## src/rtl/serial_port_ctrl.sv

```systemverilog
module serial_port_ctrl #(
  parameter int TICKS_PER_BIT = 16,
  parameter logic [7:0] CTRL_ADDR = 8'h98,
  parameter logic [7:0] DATA_ADDR = 8'h99
) (
  input  logic       clk,
  input  logic       rst_n,
  input  logic       baud_tick,
  input  logic       fe_select,
  input  logic [7:0] bus_addr,
  input  logic       bus_wr,
  input  logic [7:0] bus_wdata,
  output logic [7:0] bus_rdata,
  input  logic       rxd,
  output logic       txd
);
  localparam int CW = $clog2(TICKS_PER_BIT);
  localparam logic [CW-1:0] CNT_MAX = CW'(TICKS_PER_BIT - 1);
  localparam logic [CW-1:0] CNT_HALF = CW'(TICKS_PER_BIT / 2 - 1);

  logic sm0, sm1, sm2, ren, tb8, rb8, ti, ri, fe;
  logic [7:0] rx_buf;

  wire ctrl_wr = bus_wr && (bus_addr == CTRL_ADDR);
  wire data_wr = bus_wr && (bus_addr == DATA_ADDR);
  wire nine    = sm0;
  wire mode_on = sm0 | sm1;
  wire [3:0] last_bit = nine ? 4'd10 : 4'd9;

  assign bus_rdata = (bus_addr == CTRL_ADDR) ? {fe_select ? fe : sm0, sm1, sm2, ren, tb8, rb8, ti, ri} :
                     (bus_addr == DATA_ADDR) ? rx_buf : 8'h00;

  // transmitter
  logic          tx_busy;
  logic [10:0]   tx_sh;
  logic [CW-1:0] tx_cnt;
  logic [3:0]    tx_bit;

  wire tx_step = tx_busy && baud_tick && (tx_cnt == CNT_MAX);
  wire ti_set  = tx_step && (tx_bit == last_bit - 4'd1);
  assign txd = tx_sh[0];

  always_ff @(posedge clk or negedge rst_n) begin
    if (!rst_n) begin
      tx_busy <= 1'b0;
      tx_sh   <= '1;
      tx_cnt  <= '0;
      tx_bit  <= '0;
    end else if (!tx_busy) begin
      if (data_wr && mode_on) begin
        tx_busy <= 1'b1;
        tx_sh   <= nine ? {1'b1, tb8, bus_wdata, 1'b0} : {2'b11, bus_wdata, 1'b0};
        tx_cnt  <= '0;
        tx_bit  <= '0;
      end
    end else if (baud_tick) begin
      if (tx_cnt == CNT_MAX) begin
        tx_cnt <= '0;
        tx_sh  <= {1'b1, tx_sh[10:1]};
        if (tx_bit == last_bit) tx_busy <= 1'b0;
        else tx_bit <= tx_bit + 4'd1;
      end else begin
        tx_cnt <= tx_cnt + 1'b1;
      end
    end
  end

  // receiver
  logic          rxd_m, rxd_s, rxd_q;
  logic          rx_on;
  logic [CW-1:0] rx_cnt;
  logic [3:0]    rx_bit;
  logic [7:0]    rx_sh;
  logic          rx_ninth;

  wire rx_samp   = rx_on && baud_tick && (rx_bit != 4'd0) && (rx_cnt == CNT_MAX);
  wire rx_end    = rx_samp && (rx_bit == last_bit);
  wire stop_ok   = rxd_s;
  wire addr_ok   = !sm2 || (nine ? rx_ninth : stop_ok);
  wire rx_accept = rx_end && !ri && addr_ok;

  always_ff @(posedge clk or negedge rst_n) begin
    if (!rst_n) begin
      rxd_m <= 1'b1;
      rxd_s <= 1'b1;
      rxd_q <= 1'b1;
    end else begin
      rxd_m <= rxd;
      rxd_s <= rxd_m;
      rxd_q <= rxd_s;
    end
  end

  always_ff @(posedge clk or negedge rst_n) begin
    if (!rst_n) begin
      rx_on    <= 1'b0;
      rx_cnt   <= '0;
      rx_bit   <= '0;
      rx_sh    <= '0;
      rx_ninth <= 1'b0;
    end else if (!ren || !mode_on) begin
      rx_on <= 1'b0;
    end else if (!rx_on) begin
      if (rxd_q && !rxd_s) begin
        rx_on  <= 1'b1;
        rx_cnt <= '0;
        rx_bit <= '0;
      end
    end else if (baud_tick) begin
      if (rx_bit == 4'd0) begin
        if (rx_cnt == CNT_HALF) begin
          if (rxd_s) rx_on <= 1'b0;
          else begin
            rx_cnt <= '0;
            rx_bit <= 4'd1;
          end
        end else begin
          rx_cnt <= rx_cnt + 1'b1;
        end
      end else if (rx_cnt == CNT_MAX) begin
        rx_cnt <= '0;
        if (rx_bit <= 4'd8) rx_sh <= {rxd_s, rx_sh[7:1]};
        else if (rx_bit == 4'd9 && nine) rx_ninth <= rxd_s;
        if (rx_bit == last_bit) rx_on <= 1'b0;
        else rx_bit <= rx_bit + 4'd1;
      end else begin
        rx_cnt <= rx_cnt + 1'b1;
      end
    end
  end

  // control register and flags
  always_ff @(posedge clk or negedge rst_n) begin
    if (!rst_n) begin
      {sm0, sm1, sm2, ren, tb8, rb8, ti, ri} <= '0;
      fe     <= 1'b0;
      rx_buf <= '0;
    end else begin
      if (ctrl_wr) begin
        if (fe_select) fe <= bus_wdata[7];
        else sm0 <= bus_wdata[7];
        {sm1, sm2, ren, tb8, rb8, ti, ri} <= bus_wdata[6:0];
      end
      if (ti_set) ti <= 1'b1;
      if (rx_end && !stop_ok) fe <= 1'b1;
      if (rx_accept) begin
        rx_buf <= rx_sh;
        rb8    <= nine ? rx_ninth : stop_ok;
        ri     <= 1'b1;
      end
    end
  end

  assert_ri_sticky_R12: assert property (@(posedge clk) disable iff (!rst_n)
    (ri && !ctrl_wr) |=> ri);
  assert_buf_held_R12: assert property (@(posedge clk) disable iff (!rst_n)
    ri |=> $stable(rx_buf));
  assert_ti_sticky_R6: assert property (@(posedge clk) disable iff (!rst_n)
    (ti && !ctrl_wr) |=> ti);
  assert_ti_in_frame_R6: assert property (@(posedge clk) disable iff (!rst_n)
    ($rose(ti) && !$past(ctrl_wr)) |-> tx_busy);
  assert_ren_stops_rx_R8: assert property (@(posedge clk) disable iff (!rst_n)
    !ren |=> !rx_on);
  assert_fe_sticky_R3: assert property (@(posedge clk) disable iff (!rst_n)
    (fe && !ctrl_wr) |=> fe);
endmodule

```

## config.mk

```make
export PLATFORM = sky130hd
export DESIGN_NAME = serial_port_ctrl
export DESIGN_NICKNAME = d
export VERILOG_FILES = /design/src/rtl/serial_port_ctrl.sv
export SDC_FILE = /design/constraint.sdc
export NUM_CORES = 1
export LEC_CHECK = 0
export BUFFER_PORTS_ARGS = -buffer_cell sky130_fd_sc_hd__buf_2
export CELL_PAD_IN_SITES_DETAIL_PLACEMENT = 0
export CELL_PAD_IN_SITES_GLOBAL_PLACEMENT = 1
export CORE_MARGIN = 2
export CORE_UTILIZATION = 50
export CTS_CLUSTER_DIAMETER = 50
export DETAILED_ROUTE_END_ITERATION = 10
export MAX_ROUTING_LAYER = met4
export PLACE_DENSITY_LB_ADDON = 0.1
export SKIP_LAST_GASP = 1
export SYNTH_ARGS = -nofsm -noshare
export SYNTH_HDL_FRONTEND = slang
export SYNTH_SLANG_ARGS = --single-unit
```

## constraint.sdc

```tcl
create_clock -name clk -period 3.05 [get_ports clk]
set_input_delay 0.305 -clock clk [delete_from_list [all_inputs] [get_ports clk]]
set_output_delay 0.305 -clock clk [all_outputs]
set_load 0.02 [all_outputs]
```

After elaboration in Yosys (flattened, before gate mapping) --
Index checks and enable logic that the tools add are counted.
Cells by class: add/subtract/negate cells 5, magnitude comparators 1, equality and inequality tests 18, multiplexer cells 55, bitwise operators 5, reduce and logical (&&, ||, !) cells 39
Operator list (number):
- $mux 4 | 22
- $mux 11 | 4
- $mux 1 | 25
- $add 4x1->4 const B | 4
- $eq 8x8->1 const B | 2
- $mux 8 | 2
- $logic_and 1x1->1 | 15
- $reduce_and 7->1 | 2
- $eq 4x4->1 | 3
- $eq 4x4->1 const B | 3
- $reduce_bool 2->1 | 6
- $mux 10 | 1
- $reduce_and 4->1 | 2
- $ne 2x2->1 const B | 3
- $ne 3x2->1 const B | 2
- $reduce_and 2->1 | 3
- $reduce_and 6->1 | 1
- $logic_not 1->1 | 5
- $eq 4x3->1 const B | 1
- $le 4x4->1 const B | 1
- $logic_not 4->1 | 1
- $ne 4x4->1 const B | 1
- $not 1->1 | 4
- $reduce_bool 4->1 | 1
- 8 further kinds | 9
Word-level totals: bits in registers 58, bits of input ports 22, output and inout port bits 9

Depth between registers and ports, before layout --
word-level depth 8, mapped depth 8, depth with buffers taken out 7

Worst setup path before layout --
No wires, ideal clock.
kind reg2reg, start point reg rx_bit[1], end point reg rx_bit[1], library setup time 0.087 ns, arrival 1.867 ns, required time 2.963 ns, path slack 1.097 ns, stages on the path, launching flop included 9, period minus slack after synthesis 1.953 ns, cell sequence dfrtp_1 -> inv_1 -> ha_1 -> or3b_1 -> clkbuf_1 -> o21ai_0 -> o21bai_1 -> or3_1 -> o211ai_1
Between the ends: word-level cells in the longest chain between the ends 6
Ends and longest elaborated chain:
- from (decl) | line 72 | logic [3:0] rx_bit;
- from (signal assigned) | line 125 | else rx_bit <= rx_bit + 4'd1;
- $add 4x1->4 | line 125
- $mux 4 | line 124 | if (rx_bit == last_bit) rx_on <= 1'b0;
- $mux 4 | line 120 | end else if (rx_cnt == CNT_MAX) begin
- $mux 4 | line 110 | if (rx_bit == 4'd0) begin
- $mux 4 | line 109 | end else if (baud_tick) begin
- $mux 4 | line 103 | end else if (!rx_on) begin
Parallel ways exist; a longest one is shown, timed or not. The select of a mux whose other input is x is not followed. A chain may end at the register's enable or synchronous reset.

Worst setup path in the final report --
start point reg sm0, in the netlist nine, end point reg tx_bit[3]
Between the ends: word-level cells in the longest chain between the ends 4
Ends and longest elaborated chain:
- from (decl) | line 21 | logic sm0, sm1, sm2, ren, tb8, rb8, ti, ri, fe;
- from (signal assigned) | line 141 | else sm0 <= bus_wdata[7];
- $mux 2 or $or 1x1->1 (tied branches) | line 28, 27
- $eq 4x4->1 or $logic_and 1x1->1 (tied branches) | line 60, 50
- $ne 2x2->1 (no source line) or $reduce_bool 2->1 (tied branches)
- $reduce_and 4->1 (no source line) (*)
- to (signal assigned) | line 61 | else tx_bit <= tx_bit + 4'd1;
- to (decl) | line 37 | logic [3:0] tx_bit;
Mark *: on every way between the ends. The rest lies on a longest branch, timed or not.

==> results.py <==
metrics = {
    "worst_setup_path": {
        "reg2regPathDepth": 6,
        "critPathMaxFanout": 14,
        "slowest_delay_ps": 580,
        "cp.arrival_ps": 2510,
        "cp.depth": 6,
        "cp_slowest_cell": "dfrtp_1",
        "cpLargestDelayFamily": "simple AND/OR/NAND/NOR gates",
        "r2r_slack_ps": 820,
        "r2r_end": "tx_bit[3]",
        "startpoint_type": "flip-flop",
        "required_ps": 3330,
        "end_kind": "flip-flop",
        "path_class": "reg2reg",
        "worstPathCellList": "nor2_1 > nor4_4 > nor2_2 > buf_4 > or4b_1 > nand3_1",
        "path_buf_inv": 1,
        "worstReg2RegStart": "nine",
    },
    "status": {
        "status": "completed",
    },
    "yosys": {
        "synth_seq_area_share_pct": 48.59,
        "yosysUniqueCellTypes": 51,
        "netlist_instances": 269,
        "syn_area_mm2": 0.002969,
        "yosys_warnings": 0,
        "synth_edf_count": 0,
        "ys_ff_latch": 57,
        "ys.flop_type": "dfrtp_1",
        "syn-num-nets": 297,
        "synth.avg_cell_area_um2": 11.04,
        "postSynth.asyncResetShare_pct": 100.0,
    },
    "detailed_routing": {
        "ant_nets": 0,
        "drc": 0,
        "drt_iter0_drc": 98,
        "drt_first_pass_iters": 4,
        "vias": 2143,
        "drt-total-wl_um": 6143,
        "post_drt_wl_per_cell_um": 15.96,
        "avgViaCountPerCell": 5.566,
    },
    "floorplan": {
        "pin_count": 31,
        "fp.coreArea_mm2": 0.005816,
        "start_util_pct": 51.05,
        "die_h_um": 81.06,
        "placementRows": 28,
        "die_w_um": 81.06,
        "fp.dieArea_mm2": 0.006571,
    },
    "timing": {
        "skew_ps": 9.475,
        "slew_headroom_pct": 57.03,
        "setup_tns_ps": 0,
        "rsz0062_at_grt": "no",
        "timing.final.crit_share_pct": 73.16,
        "fmax_mhz": 448.2,
        "worst_slack_ps": 818.7,
        "finalHoldViolCount": 0,
        "drv_slew": 0,
        "min_period_ps": 2231,
        "worstMarginPinSlew_ps": 636.3,
        "setup_viol": 0,
    },
    "global_routing": {
        "grt_max_degree": 25,
        "grt_overflow_total": 0,
        "grt_pass1_vias": 1988,
        "grt_pass1_wl_um": 9977,
        "antenna_found_initial": 0,
        "grtUsageTotal_pct": 21.24,
    },
    "layout": {
        "design_area_mm2": 0.003427,
        "antennaDiodeCount": 0,
        "num-nets-final": 333,
        "layout_common_cells": "dfrtp_1, buf_2, nand2_1, mux2_2, nand3_1",
        "drive_above_1_share_pct": 31.94,
        "mostFrequentLayoutCell": "dfrtp_1",
        "syn_to_final_growth_pct": 15.42,
    },
    "cts": {
        "cts_hold_buf": 1,
        "cts_root_buffer": "clkbuf_8",
        "cts_num_sinks": 57,
        "cts_tree": "built",
        "cts_buffers": 9,
        "ctsLongestPathBuffers": 2,
        "postCtsSetupBuffers": 0,
        "htree_levels": 3,
        "cts_resized": 0,
        "clk_pin_slew_worst_paths_ps": 70,
        "clkLatencyLatePin_ps": 350,
    },
    "min_path": {
        "worstHoldStart": "rxd",
        "holdPathEnd": "rxd_m",
        "hp-class": "in2reg",
        "min_path_cells": 1,
    },
    "power_and_ir_drop": {
        "powerDensity_mw_per_mm2": 462.8,
        "p_comb_share_pct": 4.6,
        "p_sw_share_pct": 24.40,
        "power_frac_clock_pct": 46.0,
        "power.leakage_nw": 1.538,
        "p_switching_mw": 0.3870,
        "p_seq_share_pct": 49.4,
        "ir_drop_mv": 0.2613,
        "internal_power_mw": 1.199,
    },
    "place": {
        "postPlaceCellArea_mm2": 0.003213,
        "place_ws_ps": 840.4,
        "gp_congestion": 0.8335,
        "io_buffers": 30,
        "hpwl_um": 4357,
    },
    "job": {
        "cap_violations": 0,
    },
}
worst max path at each step:
| stage | startpoint | endpoint | slack [ps] |
|---|---|---|---|
| 2_1_floorplan | rx_bit[1] | rx_bit[1] | 1100 |
| 3_3_place_gp | nine | tx_bit[3] | 870 |
| 3_5_place_dp | nine | tx_bit[3] | 840 |
| 4_1_cts | nine | tx_bit[3] | 810 |
| 5_1_grt | rx_bit[0] | rx_bit[1] | 650 |
| 6_report | nine | tx_bit[3] | 820 |
stage by stage:
step	instances	hold WS (ps)	util (%)	total power, mW
2_1_floorplan	269	9.409	-	0.8227
3_3_place_gp	368	313.4	55.25	0.8693
3_5_place_dp	368	319.3	55.25	0.8695
4_1_cts	385	43.24	58.93	1.603
5_1_grt	385	44.92	58.93	1.648
6_report	385	55.94	58.93	1.586
Yosys cell counts (all sizes together), types with 2 or more instances:
master	number	area share, %
nand4bb	2	1.9
mux2i	14	4.7
nor4	3	1.1
and3	2	0.42
nand3b	3	0.76
dfrtp	44	37
nor3	5	1.0
dfstp	13	12
o211ai	4	1.0
nand4	3	0.63
nor2	10	1.3
inv	10	1.3
mux2	23	9.1
o21ai	15	2.5
or4b	2	0.67
a22o	9	2.7
or3b	3	0.97
ha	6	2.5
nor2b	3	0.63
clkbuf	9	1.1
or3	2	0.42
or4	3	0.76
xor2	2	0.59
a21oi	6	1.0
nand3	19	3.2
buf	2	0.34
a21o	2	0.55
nand2b	5	1.1
nand2	30	4.0
o21a	2	0.51
metal layers:
layer | track usage, % | vias up | part of all wire [%]
li1 | - | 1047 | -
met1 | 28.83 | 1047 | 49
met2 | 30.50 | 38 | 45
met3 | 4.333 | 11 | 3.9
met4 | 10.17 | 0 | 1.6
met5 | - | - | 0
power by group through the flow:
| stage | registers (mW) | logic [mW] | clock network [mW] |
|---|---|---|---|
| CTS | 0.782 | 0.0747 | 0.746 |
| finish | 0.783 | 0.0735 | 0.730 |
| global placement | 0.796 | 0.0733 | 0 |
| global route | 0.784 | 0.0825 | 0.781 |
| floorplan | 0.791 | 0.0317 | 0 |
| detailed placement | 0.796 | 0.0732 | 0 |
cell families after synthesis:
kind of cell               synth area share, %
AOI/OAI and AO/OA                        11.97
xor gates and xnor gates                0.8851
adders and majority gates                2.528
buffers and inverters                    2.739
DFF                                      48.59
muxes                                    13.82
and+or+nand+nor                          19.47
layout make-up:
class	instances	area, um^2
Multi-Input combinational cell	191	1451
Clock buffer	10	137.6
Inverter	10	37.54
Timing Repair Buffer	36	197.7
Tap cell	75	93.84
Fill cell	538	2389
Clock inverter	6	66.31
Sequential cell	57	1443
registers in the layout, indices dropped and copies added, names as in the netlist, 4 cells and up:
signal  count
rx_sh       8
tx_cnt      4
rx_bit      4
rx_cnt      4
rx_buf      8
tx_sh      10
tx_bit      4
Note: power is estimated with default switching activity, not from simulation.
